<file path="src/rtl/pwm_frame_pkg.sv">
package pwm_frame_pkg;
  localparam int unsigned PWM_DEF_W = 8;

  typedef enum logic [1:0] {
    CNT_CLEAR = 2'd0,
    CNT_HOLD  = 2'd1,
    CNT_STEP  = 2'd2,
    CNT_WRAP  = 2'd3
  } cnt_op_e;
endpackage

</file>
<file path="src/rtl/pwm_rst_sync.sv">
module pwm_rst_sync #(
  parameter int unsigned STAGES = 2
) (
  input  logic clk,
  input  logic rst_n,
  output logic rst_sync_n
);
  logic [STAGES-1:0] sync_q;

  always_ff @(posedge clk or negedge rst_n) begin
    if (!rst_n) sync_q <= '0;
    else        sync_q <= {sync_q[STAGES-2:0], 1'b1};
  end

  assign rst_sync_n = sync_q[STAGES-1];
endmodule

</file>
<file path="src/rtl/pwm_cfg_shadow.sv">
module pwm_cfg_shadow #(
  parameter int unsigned W = pwm_frame_pkg::PWM_DEF_W
) (
  input  logic         clk,
  input  logic         rst_n,
  input  logic         load,
  input  logic [W-1:0] per_i,
  input  logic [W-1:0] on_i,
  output logic [W-1:0] per_q,
  output logic [W-1:0] on_q
);
  logic [W-1:0] per_d, on_d;

  always_comb begin
    per_d = per_q;
    on_d  = on_q;
    if (load) begin
      per_d = per_i;
      on_d  = on_i;
    end
  end

  always_ff @(posedge clk or negedge rst_n) begin
    if (!rst_n) begin
      per_q <= '0;
      on_q  <= '0;
    end else begin
      per_q <= per_d;
      on_q  <= on_d;
    end
  end

  a_r6_hold_between_loads: assert property (@(posedge clk) disable iff (!rst_n)
    !load |=> (per_q == $past(per_q)) && (on_q == $past(on_q)));
endmodule

</file>
<file path="src/rtl/pwm_frame_ctr.sv">
module pwm_frame_ctr
  import pwm_frame_pkg::*;
#(
  parameter int unsigned W = PWM_DEF_W
) (
  input  logic         clk,
  input  logic         rst_n,
  input  logic         run,
  input  logic         tick,
  input  logic [W-1:0] per_q,
  output logic [W-1:0] cnt_q,
  output logic         frame_end
);
  cnt_op_e      op;
  logic [W-1:0] cnt_d;
  logic         at_last;

  assign at_last   = (cnt_q == per_q);
  assign frame_end = run && tick && at_last;

  always_comb begin
    if (!run)         op = CNT_CLEAR;
    else if (!tick)   op = CNT_HOLD;
    else if (at_last) op = CNT_WRAP;
    else              op = CNT_STEP;
  end

  always_comb begin
    unique case (op)
      CNT_CLEAR: cnt_d = '0;
      CNT_HOLD:  cnt_d = cnt_q;
      CNT_STEP:  cnt_d = cnt_q + 1'b1;
      CNT_WRAP:  cnt_d = '0;
      default:   cnt_d = '0;
    endcase
  end

  always_ff @(posedge clk or negedge rst_n) begin
    if (!rst_n) cnt_q <= '0;
    else        cnt_q <= cnt_d;
  end

  a_r2_inside_frame: assert property (@(posedge clk) disable iff (!rst_n)
    run |-> (cnt_q <= per_q));
  a_r8_hold_without_tick: assert property (@(posedge clk) disable iff (!rst_n)
    (run && !tick) |=> (cnt_q == $past(cnt_q)));
  a_r7_idle_parks: assert property (@(posedge clk) disable iff (!rst_n)
    !run |=> (cnt_q == '0));
endmodule

</file>
<file path="src/rtl/pwm_duty_cmp.sv">
module pwm_duty_cmp #(
  parameter int unsigned W = pwm_frame_pkg::PWM_DEF_W
) (
  input  logic         run,
  input  logic [W-1:0] cnt_q,
  input  logic [W-1:0] on_q,
  output logic         pwm
);
  // Non-modular compare: an on-time above the period can never be reached
  // by the counter, so the output stays high without a special case.
  assign pwm = run && (cnt_q < on_q);
endmodule

</file>
<file path="src/rtl/pwm_frame_gen.sv">
module pwm_frame_gen #(
  parameter int unsigned W = pwm_frame_pkg::PWM_DEF_W
) (
  input  logic         clk,
  input  logic         rst_n,
  input  logic         run_i,
  input  logic         tick_i,
  input  logic [W-1:0] period_i,
  input  logic [W-1:0] on_i,
  output logic         pwm_o
);
  logic         rst_sync_n;
  logic [W-1:0] per_q, on_q, cnt_q;
  logic         frame_end, load, run_eff;

  pwm_rst_sync #(.STAGES(2)) u_rst (
    .clk(clk), .rst_n(rst_n), .rst_sync_n(rst_sync_n)
  );

  assign run_eff = run_i && rst_sync_n;
  assign load    = !run_eff || frame_end;

  pwm_cfg_shadow #(.W(W)) u_shadow (
    .clk(clk), .rst_n(rst_sync_n), .load(load),
    .per_i(period_i), .on_i(on_i), .per_q(per_q), .on_q(on_q)
  );

  pwm_frame_ctr #(.W(W)) u_ctr (
    .clk(clk), .rst_n(rst_sync_n), .run(run_eff), .tick(tick_i),
    .per_q(per_q), .cnt_q(cnt_q), .frame_end(frame_end)
  );

  pwm_duty_cmp #(.W(W)) u_cmp (
    .run(run_eff), .cnt_q(cnt_q), .on_q(on_q), .pwm(pwm_o)
  );

  a_r4_full_on: assert property (@(posedge clk) disable iff (!rst_sync_n)
    (run_i && (on_q > per_q)) |-> pwm_o);
  a_r5_full_off: assert property (@(posedge clk) disable iff (!rst_sync_n)
    (run_i && (on_q == '0)) |-> !pwm_o);
  a_r7_stopped_low: assert property (@(posedge clk) disable iff (!rst_sync_n)
    !run_i |-> !pwm_o);
endmodule

</file>
<file path="config.mk">
export PLATFORM = sky130hd
export DESIGN_NAME = pwm_frame_gen
export DESIGN_NICKNAME = d
export VERILOG_FILES = /design/src/rtl/pwm_frame_pkg.sv /design/src/rtl/pwm_rst_sync.sv /design/src/rtl/pwm_cfg_shadow.sv /design/src/rtl/pwm_frame_ctr.sv /design/src/rtl/pwm_duty_cmp.sv /design/src/rtl/pwm_frame_gen.sv
export SDC_FILE = /design/constraint.sdc
export NUM_CORES = 1
export LEC_CHECK = 0
export BUFFER_PORTS_ARGS = -buffer_cell sky130_fd_sc_hd__buf_4
export CAP_MARGIN = 10
export CORE_MARGIN = 2
export CORE_UTILIZATION = 30
export DETAILED_ROUTE_END_ITERATION = 12
export PLACE_DENSITY = 0.44
export SYNTH_ARGS = -nofsm -noshare
export SYNTH_HDL_FRONTEND = slang
export SYNTH_HIERARCHICAL = 1
export SYNTH_SLANG_ARGS = --single-unit
</file>
<file path="constraint.sdc">
create_clock -name clk -period 1.85 [get_ports clk]
set_input_delay 0 -clock clk [delete_from_list [all_inputs] [get_ports clk]]
set_output_delay 0 -clock clk [all_outputs]
set_load 0.02 [all_outputs]
</file>
==> run_results.csv, run 1 <==
group,metric,value,unit
cts,cts_tree,"built",
global_routing,grt_max_degree,25,
drt,ant_nets,0,
layout,final_cell_mix,"buf_4, dfrtp_1, dlygate4sd3_1",
layout,final_cells,225,
cts,cts.reportedPaths.clkPinSlew,0.09,ns
yosys,yosys.area.top_type_share,0.4626,
power,sw_power,0.2929,mW
yosys,post_synth_num_cell_types,27,
sta,grt_setup_unrepaired,"yes",
drt,detail_route.iter0.violations,25,
place,placed_cell_count,200,
job,max-cap-violations,0,
layout,antenna_cells,0,
setup_path,critPathRequiredTime,2.01,ns
die,die_area,5251,um^2
layout,final_common_cell,"buf_4",
sta,finalSetupViolCount,0,
sta,fmax,555.6,MHz
drt,detailedRoute.firstPassIterationCount,4,
cts,clock_tree_root,"clkbuf_8",
drt,post_route_drc_violation_count,0,
place,standard_cell_area_after_detailed_placement,1707,um^2
global_routing,wire_length_of_the_first_global_routing_pass,5.347,mm
global_routing,grt.overflow.total,0,
global_routing,track_usage,0.1359,
yosys,synth_edf_count,0,
layout,drive_gt1_frac,0.3642,
place,place_hpwl,2.243,mm
power,cell_internal_pwr,0.8940,mW
yosys,synth.avg_cell_area,12.02,um^2
setup_path,worst_setup_path_start_kind,"flop",
layout,num-nets-final,202,
setup_path,kind_of_end_point_of_the_critical_path,"flop",
worst_hold_path,holdCritPathClass,"in -> async",
setup_path,crit_path_kind,"reg -> reg",
cts,cts_max_level,1,
power,peakVddDrop,0.3798,mV
sta,fin_crit_sh,0.9729,
cts,tritoncts.num_buffers,3,
setup_path,cp.arrival,1.96,ns
setup_path,setup.worst_path.start,"u_ctr/cnt_q[7]$_DFFE_PN0P_",
die,die_h,72.47,um
power,power.combinational.fraction,0.184,
die,die_width,72.47,um
layout,syn2layout_area_growth,41.81,%
drt,routed_wirelength,3.240,mm
layout,final_core_util,0.4488,
yosys,yosysWarningCount,6,
cts,cts.path.max_buffers,2,
sta,hold_viol_final,0,
sta,whs,0.01855,ns
global_routing,grt_antenna_before_repair,0,
place,preCtsSetupSlack,0.0001913,ns
drt,route.detailed.vias_per_inst,4.644,
place,numPortBuffers,20,
layout,post-route-cell-area,1994,um^2
yosys,syn-num-nets,145,
sta,postLayoutSetupSlackWorst,0.05012,ns
yosys,postSynthCellCount,117,
yosys,async_reset_ff_frac,1.000,
yosys,synth_flop_cell,"dfrtp_1",
setup_path,timing.critical_path.fanout_max,8,
global_routing,first_global_vias,1112,
power,pwr-share-clk,0.289,
cts,clock_insertion_delay_worst_skew,0.28,ns
drt,wl_per_cell,14.40,um
power,p_leak,0.9672,nW
cts,tritoncts_num_sinks,26,
power,seqPwrFrac,0.528,
yosys,synth.cell_area,1406,um^2
drt,dr_total_vias,1045,
yosys,ys_seq_elements,26,
die,coreArea,4444,um^2
die,ios,21,
sta,period_needed,1.800,ns
yosys,synth_area_leaders,"dfrtp_1, mux2_4, ha_1",
place,globalplace.congestion,0.9033,
sta,slew_viol_final,0,
die,placementRows,24,
yosys,synth_sequential_area_ratio,0.4626,
sta,timing.clock.skew,0.006682,ns
power,power_density,595.1,nW/um^2
setup_path,rr_startpoint,"u_ctr/cnt_q[7]$_DFFE_PN0P_",
yosys,synth.largest_area_cell,"dfrtp_1",
die,starting_density,0.3164,
outcome,status,"complete, no violations",
power,p_sw_frac,0.2468,
-- final timing paths --
check                      slack, ns  cells after the start                             to
max reg2reg                     0.05                      7  u_shadow/per_q[5]$_DFFE_PN0P_
min reg2reg                     0.36                      0      u_rst/sync_q[1]$_DFF_PN0_
min in group clk                0.04                      3     u_ctr/cnt_q[1]$_DFFE_PN0P_
min                             0.02                      2      u_rst/sync_q[1]$_DFF_PN0_
max in group asynchronous       1.22                      1     u_ctr/cnt_q[1]$_DFFE_PN0P_
max                             0.05                      7  u_shadow/per_q[5]$_DFFE_PN0P_
-- layer usage --
metal	track usage	up-vias	routed length, um
met5	0	-	0
met4	0.05556	0	38
met3	0.02500	4	106
met2	0.2161	24	1476
met1	0.1825	501	1618
li1	-	516	-
-- worst max-delay path, cell delays in order, from the launching register on --
cell,delay (ns)
dfrtp_1,0.41
xnor2_1,0.17
nand4_1,0.15
nor2_1,0.15
and3_1,0.15
nand3b_1,0.15
buf_6,0.20
mux2_4,0.31
-- area by class of cell --
cell class	count	area, um^2
fill	428	2450
multi-input combinational	80	740.7
sequential	26	654.4
timing repair buffer	54	455.4
tap	52	65.06
clock buffer	4	45.04
inverter	9	33.78
-- cells in the mapped netlist, types with 2 or more instances --
cell type	count
nand3b_1	2
nand4_1	7
mux2_4	10
nor2_1	9
inv_1	9
xnor2_1	8
nor2b_1	2
ha_1	8
and3_1	2
dfrtp_1	26
xor2_1	6
nand2_1	2
and2_1	3
o21ai_0	3
mux2_2	6
nand3_1	3
-- through the flow --
stage / power (mW) / TNS [ns]
2_1_floorplan: 0.7423 / 0
3_3_place_gp: 0.8066 / 0
3_5_place_dp: 0.8104 / 0
4_1_cts: 1.201 / 0
5_1_grt: 1.254 / -0.9237
6_report: 1.187 / 0
-- flip-flops by register name (all words and copies together), names as in the netlist --
name / flops
u_ctr/cnt_q: 8
u_shadow/per_q: 8
u_shadow/on_q: 8
u_rst/sync_q: 2
-- power groups by stage --
| stage | combinational (mW) | sequential [mW] | clock (mW) |
|---|---|---|---|
| final | 0.218 | 0.626 | 0.342 |
| after global routing | 0.238 | 0.631 | 0.385 |
| after CTS | 0.218 | 0.626 | 0.356 |
| after detailed placement | 0.173 | 0.637 | 0 |
| after global placement | 0.170 | 0.637 | 0 |
| after floorplan | 0.106 | 0.637 | 0 |
-- cell families (layout without fill, tap and decap cells) --
kind of cell             count (synthesis)  after routing  share of synthesized area
AO/OA/AOI/OAI                            9              9                    0.05159
XOR/XNOR                                14             14                    0.08719
adder cells (fa/ha/maj)                  8              8                    0.07118
buffers and inverters                   11             67                    0.04626
flip-flops                              26             26                     0.4626
multiplexers                            16             16                     0.1548
other                                    1              1                   0.002666
AND/OR/NAND/NOR                         32             32                     0.1237
-- repair_timing --
item                       in CTS  in global routing
hold endpoints to repair       18                  0
resized for setup               1                 12
buffers inserted                4                  1
cloned                          1                  0
hold buffers                   17                  0
pin swaps                       3                  8
setup endpoints to repair       6                 17
(Power assumes the default switching activity.)
==> inputs of run 2 (changes only) <==
--- a/config.mk
+++ b/config.mk
@@ -6,11 +6,11 @@
 export NUM_CORES = 1
 export LEC_CHECK = 0
 export BUFFER_PORTS_ARGS = -buffer_cell sky130_fd_sc_hd__buf_4
-export CAP_MARGIN = 10
+export CAP_MARGIN = 20
 export CORE_MARGIN = 2
 export CORE_UTILIZATION = 30
 export DETAILED_ROUTE_END_ITERATION = 12
-export PLACE_DENSITY = 0.44
+export PLACE_DENSITY = 0.46
 export SYNTH_ARGS = -nofsm -noshare
 export SYNTH_HDL_FRONTEND = slang
 export SYNTH_HIERARCHICAL = 1
==> constraint.sdc (replaced) <==
create_clock -name clk -period 1.6 [get_ports clk]
set_input_delay 0 -clock clk [delete_from_list [all_inputs] [get_ports clk]]
set_output_delay 0 -clock clk [all_outputs]
set_load 0.02 [all_outputs]
==> run_results.csv, run 2 (synthesis results as in run 1) <==
group,metric,value,unit
drt,wl_per_cell,14.07,um
power,sw_power,0.3436,mW
drt,ant_nets,0,
die,die_width,72.47,um
sta,finalSetupTns,-3.528,ns
power,p_leak,1.026,nW
power,pwr-share-clk,0.301,
layout,drive_gt1_frac,0.4372,
power,seqPwrFrac,0.501,
power,cell_internal_pwr,1.097,mW
drt,routed_wirelength,3.307,mm
setup_path,timing.critical_path.to,"u_shadow/on_q[0]$_DFFE_PN0P_",
drt,post_route_drc_violation_count,0,
cts,clock_tree_root,"clkbuf_8",
setup_path,worstRegToRegCells,7,
cts,cts_tree,"built",
layout,final_common_cell,"buf_4",
sta,slew_viol_final,0,
drt,detail_route.iter0.violations,50,
place,globalplace.congestion,0.7886,
setup_path,timing.rr.end,"u_shadow/on_q[0]$_DFFE_PN0P_",
die,placementRows,24,
setup_path,crit_path_kind,"reg -> reg",
cts,cts.reportedPaths.clkPinSlew,0.09,ns
place,numPortBuffers,20,
setup_path,rr_startpoint,"u_shadow/per_q[5]$_DFFE_PN0P_",
cts,tritoncts_num_sinks,26,
sta,hold_viol_final,0,
sta,fmax,545.7,MHz
sta,fin_crit_sh,1.145,
sta,grt_setup_unrepaired,"yes",
global_routing,grt.overflow.total,0,
job,max-cap-violations,0,
layout,layout_top_registers,"u_ctr/cnt_q: 8 flops, u_shadow/on_q: 8 flops, u_shadow/per_q: 8 flops",
global_routing,track_usage,0.1378,
outcome,status,"complete, but fails checks",
setup_path,setup.worst_path.start,"u_shadow/per_q[5]$_DFFE_PN0P_",
global_routing,wire_length_of_the_first_global_routing_pass,5.575,mm
die,die_area,5251,um^2
power,peakVddDrop,0.3154,mV
cts,cts.path.max_buffers,2,
setup_path,timing.critical_path.fanout_max,8,
outcome,failed_checks,"setup timing",
drt,dr_total_vias,1105,
die,starting_density,0.3164,
drt,detailedRoute.firstPassIterationCount,4,
layout,num-nets-final,212,
sta,timing.clock.skew,0.001528,ns
layout,syn2layout_area_growth,52.31,%
setup_path,cp.arrival,1.99,ns
global_routing,first_global_vias,1144,
die,ios,21,
power,power_density,672.4,nW/um^2
power,power.combinational.fraction,0.198,
sta,whs,0.03570,ns
power,p_sw_frac,0.2385,
worst_hold_path,holdCritPathClass,"in -> async",
setup_path,critPathRequiredTime,1.76,ns
sta,finalSetupViolCount,17,
cts,clock_insertion_delay_worst_skew,0.27,ns
setup_path,kind_of_end_point_of_the_critical_path,"flop",
global_routing,grt_max_degree,25,
drt,route.detailed.vias_per_inst,4.702,
layout,final_cell_mix,"buf_4, dfrtp_1, dlygate4sd3_1",
cts,cts_max_level,1,
die,die_h,72.47,um
setup_path,worst_setup_path_start_kind,"flop",
die,coreArea,4444,um^2
place,place_hpwl,2.370,mm
setup_path,timing.reg2reg.setup_slack,-0.23,ns
cts,tritoncts.num_buffers,3,
sta,period_needed,1.833,ns
layout,antenna_cells,0,
global_routing,grt_antenna_before_repair,0,
sta,postLayoutSetupSlackWorst,-0.2326,ns
-- run 2: cell count changes in the layout (fill, tap and decap cells not counted), moves of 2 or more --
| cell | previous run | this run |
|---|---|---|
| buf_4 | 35 | 38 |
| buf_6 | 2 | 9 |
| ha_1 | 7 | 5 |
| ha_4 | 1 | 3 |
| o21ai_0 | 2 | 0 |
| o21ai_2 | 0 | 2 |
-- run 2: metrics by stage --
stage          power (mW)  setup slack, ns  instances  utilization  area, um^2
3_3_place_gp       0.9545          -0.2123        209       0.3964        1762
5_1_grt             1.507          -0.3548        235       0.4820        2142
4_1_cts             1.444          -0.2549        236       0.4789        2128
2_1_floorplan      0.8583          -0.2279        117            -        1413
6_report            1.440          -0.2326        235       0.4820        2142
3_5_place_dp       0.9590          -0.2351        209       0.3964        1762
-- run 2: layout make-up --
cell class	count	area [um^2]
clock buffer	4	55.05
tap	52	65.06
multi-input combinational	80	777.0
inverter	9	33.78
sequential	26	654.4
fill	419	2302
timing repair buffer	64	556.8
-- run 2: worst min path at each step --
stage | start | to | cells after the start
after global routing | rst_n | u_rst/sync_q[1]$_DFF_PN0_ | 2
after CTS | rst_n | u_rst/sync_q[1]$_DFF_PN0_ | 2
after floorplan | rst_n | u_rst/sync_q[0]$_DFF_PN0_ | 0
final | rst_n | u_rst/sync_q[1]$_DFF_PN0_ | 2
after detailed placement | rst_n | u_rst/sync_q[0]$_DFF_PN0_ | 1
after global placement | rst_n | u_rst/sync_q[0]$_DFF_PN0_ | 1
-- run 2: repair_timing --
action,4_1_cts,5_1_grt
hold endpoints to repair,18,0
pin swaps,8,13
setup endpoints to repair,17,21
buffers inserted,6,4
hold buffers,17,0
gates resized for setup,22,7
-- run 2: per-layer routing --
metal / wire [um] / track usage / part of all wire
met3: 114 / 0.02083 / 0.034
met2: 1585 / 0.2273 / 0.48
met1: 1584 / 0.1894 / 0.48
met4: 23 / 0.03704 / 0.0070
met5: 0 / 0 / 0
-- run 2: critical path, stage by stage (launching register included) --
cell and delay, ns:
dfrtp_1 0.42, xnor2_1 0.18, nand4_1 0.18, nor2_2 0.15, and3_1 0.15, nand3b_1 0.15
buf_6 0.18, mux2_4 0.31
-- run 2: power by group through the flow --
stage	clock network, mW	logic [mW]	registers, mW
after floorplan	0	0.122	0.736
after global placement	0	0.220	0.735
after detailed placement	0	0.224	0.735
after CTS	0.441	0.280	0.723
after global routing	0.467	0.313	0.727
final	0.433	0.286	0.722
